`config.mk`:
```
export PLATFORM = sky130hd
export DESIGN_NAME = cp_scan_chain
export DESIGN_NICKNAME = d
export VERILOG_FILES = /design/src/rtl/cp_chain_pkg.sv /design/src/rtl/cp_shift_stage.sv /design/src/rtl/cp_ctrl_gate.sv /design/src/rtl/cp_scan_chain.sv
export SDC_FILE = /design/constraint.sdc
export NUM_CORES = 1
export LEC_CHECK = 0
export ABC_AREA = 1
export BUFFER_PORTS_ARGS = -buffer_cell sky130_fd_sc_hd__buf_2
export CAP_MARGIN = 20
export CORE_MARGIN = 5
export CORE_UTILIZATION = 35
export DETAILED_ROUTE_END_ITERATION = 10
export HOLD_SLACK_MARGIN = 0.08
export PLACE_DENSITY = 0.64
export SLEW_MARGIN = 30
export SYNTH_ARGS = -nofsm -noshare
export SYNTH_HDL_FRONTEND = slang
export SYNTH_HIERARCHICAL = 1
export SYNTH_SLANG_ARGS = --single-unit
```
`constraint.sdc`:
```
create_clock -name clk -period 1 [get_ports clk]
set_clock_uncertainty 0.2 [all_clocks]
set_input_delay 0.1 -clock clk [delete_from_list [all_inputs] [get_ports clk]]
set_output_delay 0.1 -clock clk [all_outputs]
set_load 0.01 [all_outputs]
```
`src/rtl/cp_chain_pkg.sv`:
```
package cp_chain_pkg;

    typedef enum logic {
        CELL_OR  = 1'b0,
        CELL_AND = 1'b1
    } cell_kind_e;

    typedef struct packed {
        logic shift_en;
        logic serial_in;
    } shift_ctl_t;

    function automatic cell_kind_e kind_of(input logic sel_bit);
        return sel_bit ? CELL_AND : CELL_OR;
    endfunction

    function automatic logic idle_level(input cell_kind_e kind);
        return (kind == CELL_AND);
    endfunction

endpackage

```
`src/rtl/cp_shift_stage.sv`:
```
module cp_shift_stage
    import cp_chain_pkg::*;
(
    input  logic       clk,
    input  logic       rst,
    input  shift_ctl_t ctl,
    output logic       state_q
);

    always_ff @(posedge clk) begin
        if (rst) begin
            state_q <= 1'b0;
        end else if (ctl.shift_en) begin
            state_q <= ctl.serial_in;
        end
    end

endmodule

```
`src/rtl/cp_ctrl_gate.sv`:
```
module cp_ctrl_gate
    import cp_chain_pkg::*;
#(
    parameter cell_kind_e KIND = CELL_OR
) (
    input  logic test_en,
    input  logic state_bit,
    input  logic net_i,
    output logic net_o
);

    logic ctl_level;

    always_comb begin
        ctl_level = test_en ? state_bit : idle_level(KIND);
    end

    generate
        if (KIND == CELL_AND) begin : g_and
            always_comb net_o = net_i & ctl_level;
        end else begin : g_or
            always_comb net_o = net_i | ctl_level;
        end
    endgenerate

endmodule

```
`src/rtl/cp_scan_chain.sv`:
```
module cp_scan_chain
    import cp_chain_pkg::*;
#(
    parameter int unsigned          N_CELLS     = 8,
    parameter logic [N_CELLS-1:0]   CELL_IS_AND = N_CELLS'(8'hA6)
) (
    input  logic               clk,
    input  logic               rst,
    input  logic               test_en,
    input  logic               scan_in,
    input  logic [N_CELLS-1:0] net_in,
    output logic [N_CELLS-1:0] net_out,
    output logic               scan_out
);

    localparam int unsigned LAST = N_CELLS - 1;

    logic [N_CELLS-1:0] chain_q;

    genvar gi;
    generate
        for (gi = 0; gi < N_CELLS; gi++) begin : g_cell
            shift_ctl_t stage_ctl;

            if (gi == 0) begin : g_head
                always_comb begin
                    stage_ctl.shift_en  = test_en;
                    stage_ctl.serial_in = scan_in;
                end
            end else begin : g_body
                always_comb begin
                    stage_ctl.shift_en  = test_en;
                    stage_ctl.serial_in = chain_q[gi-1];
                end
            end

            cp_shift_stage u_stage (
                .clk     (clk),
                .rst     (rst),
                .ctl     (stage_ctl),
                .state_q (chain_q[gi])
            );

            cp_ctrl_gate #(
                .KIND (kind_of(CELL_IS_AND[gi]))
            ) u_gate (
                .test_en   (test_en),
                .state_bit (chain_q[gi]),
                .net_i     (net_in[gi]),
                .net_o     (net_out[gi])
            );

            if (CELL_IS_AND[gi]) begin : g_chk_and

                and_force_chk: assert property (@(posedge clk) disable iff (rst)
                    (test_en && !chain_q[gi]) |-> !net_out[gi]);
            end else begin : g_chk_or

                or_force_chk: assert property (@(posedge clk) disable iff (rst)
                    (test_en && chain_q[gi]) |-> net_out[gi]);
            end
        end
    endgenerate

    assign scan_out = chain_q[LAST];


    transparent_chk: assert property (@(posedge clk) disable iff (rst)
        !test_en |-> (net_out == net_in));


    hold_chk: assert property (@(posedge clk) disable iff (rst)
        !test_en |=> $stable(chain_q));

    generate
        if (N_CELLS > 1) begin : g_shift_chk

            shift_out_chk: assert property (@(posedge clk) disable iff (rst)
                test_en |=> (scan_out == $past(chain_q[LAST-1])));
        end else begin : g_shift_chk1

            shift_out_chk: assert property (@(posedge clk) disable iff (rst)
                test_en |=> (scan_out == $past(scan_in)));
        end
    endgenerate

endmodule

```
==> run metrics <==
slowest stage delay, CP ~0.33 ns; Remaining DRCs 0; n_diodes 0; sequential-to-total area share from yosys stat between 30% and 40%; CTS tree done; Tightest Pin Transition 0.147 ns; clock slew at reported path FFs 0.05 ns; final worst slack -0.148 ns; fin crit share 115%; Mapped Cells 80; RSZ-0062 raised after global routing yes; top flop regs g_cell.u_stage/state_q: 8 flops; worst min path class input pin to flip-flop; initial DRC count 1; Ys Warns 6; CP endpoint kind output pin; Synth top area share between 30 and 40%; I/O Buffers 20; vias in the first global route just under 400; Simple-Gate Fraction of Synth Area 36.2%; core area between 0.001 and 0.0015 mm2; max FFs per register 8; arrival time at the worst endpoint 0.85 ns; mux cell area share after synthesis 0%; clk sink count 8; most common cell after layout, fill and taps aside nand2_1; post-synthesis register bit count 8; CP Max Fanout 2; Initial Util 36.6%; Crit path buffers/inverters 2; synth top area cells dfxtp_1, inv_1, nand2_1; status complete, but fails checks; die area 0.00218 mm2; startpoint types flip-flop; PnR Total Power 0.804 mW; post-synthesis xor/xnor area fraction 0%; share of cells above drive strength 1 50.0%; largest net degree at the start of global routing 25; VDD IR-drop max 425 uV; fin area ~710 um2; Rel. slew slack 90.2%; Area Overhead vs Synth 51.6%; multi-input logic area 205 um2; delay-heaviest family, CP flip-flops; Critical Path RT 0.70 ns; Final ANT Viol Nets 0; CTS root buf clkbuf_4; Synth Area per Inst 5.88 um2; final setup violation count 9; post-synthesis compound-gate area fraction 7.45%; critical path cell sequence inv_2 > a21oi_2 > buf_2; Yosys top cell by area dfxtp_1; failing checks setup timing; CTS max path bufs 2; Top reg by flops g_cell.u_stage/state_q; setup TNS -0.934 ns; Final Hold Vio Count 0; combinational family with the most area after synthesis simple AND/OR/NAND/NOR gates; GR Util All Layers 10.1%; Leakage roughly 0.44 nW; syn nets 92; final WL 930 um; Max Freq 871 MHz; clock buffer count from CTS 3; I/O Pins 21; critical path depth 3; vias per std cell 3.80; Detail Placement HPWL between 600 and 700 um; via count 482; WL/cell 7.32 um; Reg2Reg Depth 3; routability cong. between 0.6 and 0.7; count of cell types in the netlist 6; pwr dens 1130 mW/mm2; layout net count 126; DRT Pass-1 Iters 3; Die H 46.7 um; min Tclk post-route 1.15 ns; final slew viol count 0; # hold bufs at CTS 1; Area after DPL 609 um2; H-tree levels 1; Post-Synth Adder-Cell Area 0%; Clock Latency Late Sink between 0.2 and 0.25 ns; Std-Cell Rows 13; global-route wire length before repair 1510 um; register area 170 um2; most frequent cells in the layout nand2_1, inv_1, buf_2; initial antenna violation count 0; WS Path Type flip-flop to output pin; Mapped Area 470 um2; number of max-cap violations 0; CP max-delay cell dfxtp_2; gr ovfl total 0; dpl ws 0.0702 ns; number of fill cells 138; Die Wd 46.7 um; Worst Hold Depth 4
[cell type report]
type / instances / area share [%]
Multi-Input combinational cell: 44 / 28.8
Timing Repair Buffer: 29 / 26.8
Sequential cell: 8 / 23.9
Inverter: 28 / 14.7
Clock buffer: 3 / 3.16
Tap cell: 15 / 2.63
[kinds of logic after synthesis]
group / after synthesis
simple gates: 40
buf+inv: 28
flops: 8
compound gates: 4
[through the flow]
step                hold WS [ns]  cells  utilization, %
finish                   0.00888    127            55.5
global placement           0.196    116            47.4
detailed placement         0.213    116            47.4
floorplan                 0.0371     80               -
CTS                     -0.00256    127            54.8
global route              0.0220    127            55.5
[cell usage after synthesis (all sizes together)]
cell / instances
a21oi: 4
dfxtp: 8
inv: 28
nand2: 24
nor2: 16
[final timing paths]
path	slack [ns]	endpoint	startpoint
worst min-delay path	0.009	g_cell[1].u_stage/state_q$_SDFFE_PP0P_	rst
worst min register to register	0.30	g_cell[7].u_stage/state_q$_SDFFE_PP0P_	g_cell[7].u_stage/state_q$_SDFFE_PP0P_
worst max register to register	0.06	g_cell[2].u_stage/state_q$_SDFFE_PP0P_	g_cell[2].u_stage/state_q$_SDFFE_PP0P_
worst max-delay path	-0.15	net_out[5]	g_cell[5].u_stage/state_q$_SDFFE_PP0P_
[per-layer routing]
metal  global-route usage, %  vias up  part of all wire (%)
li1                        -      283                     -
met2                    15.7       11                    48
met5                       0        -                     0
met3                    2.34        2                   5.6
met1                    11.5      186                    44
met4                    8.29        0                   1.8
[worst min-delay path: stages]
cell	delay, ns
buf_2	0.16
inv_1	0.05
nand2_1	0.07
nor2_2	0.03
[power breakdown]
group | switching [mW] | internal, mW
logic | 0.106 | 0.106
clock network | 0.0999 | 0.137
registers | 0.0118 | 0.344
[timing repair]
action	4_1_cts	5_1_grt
setup endpoints to repair	9	11
gates resized for setup	12	2
hold endpoints to repair	8	8
pin swaps	0	1
buffers inserted	7	1
Note: power is estimated with default switching activity, not from simulation.
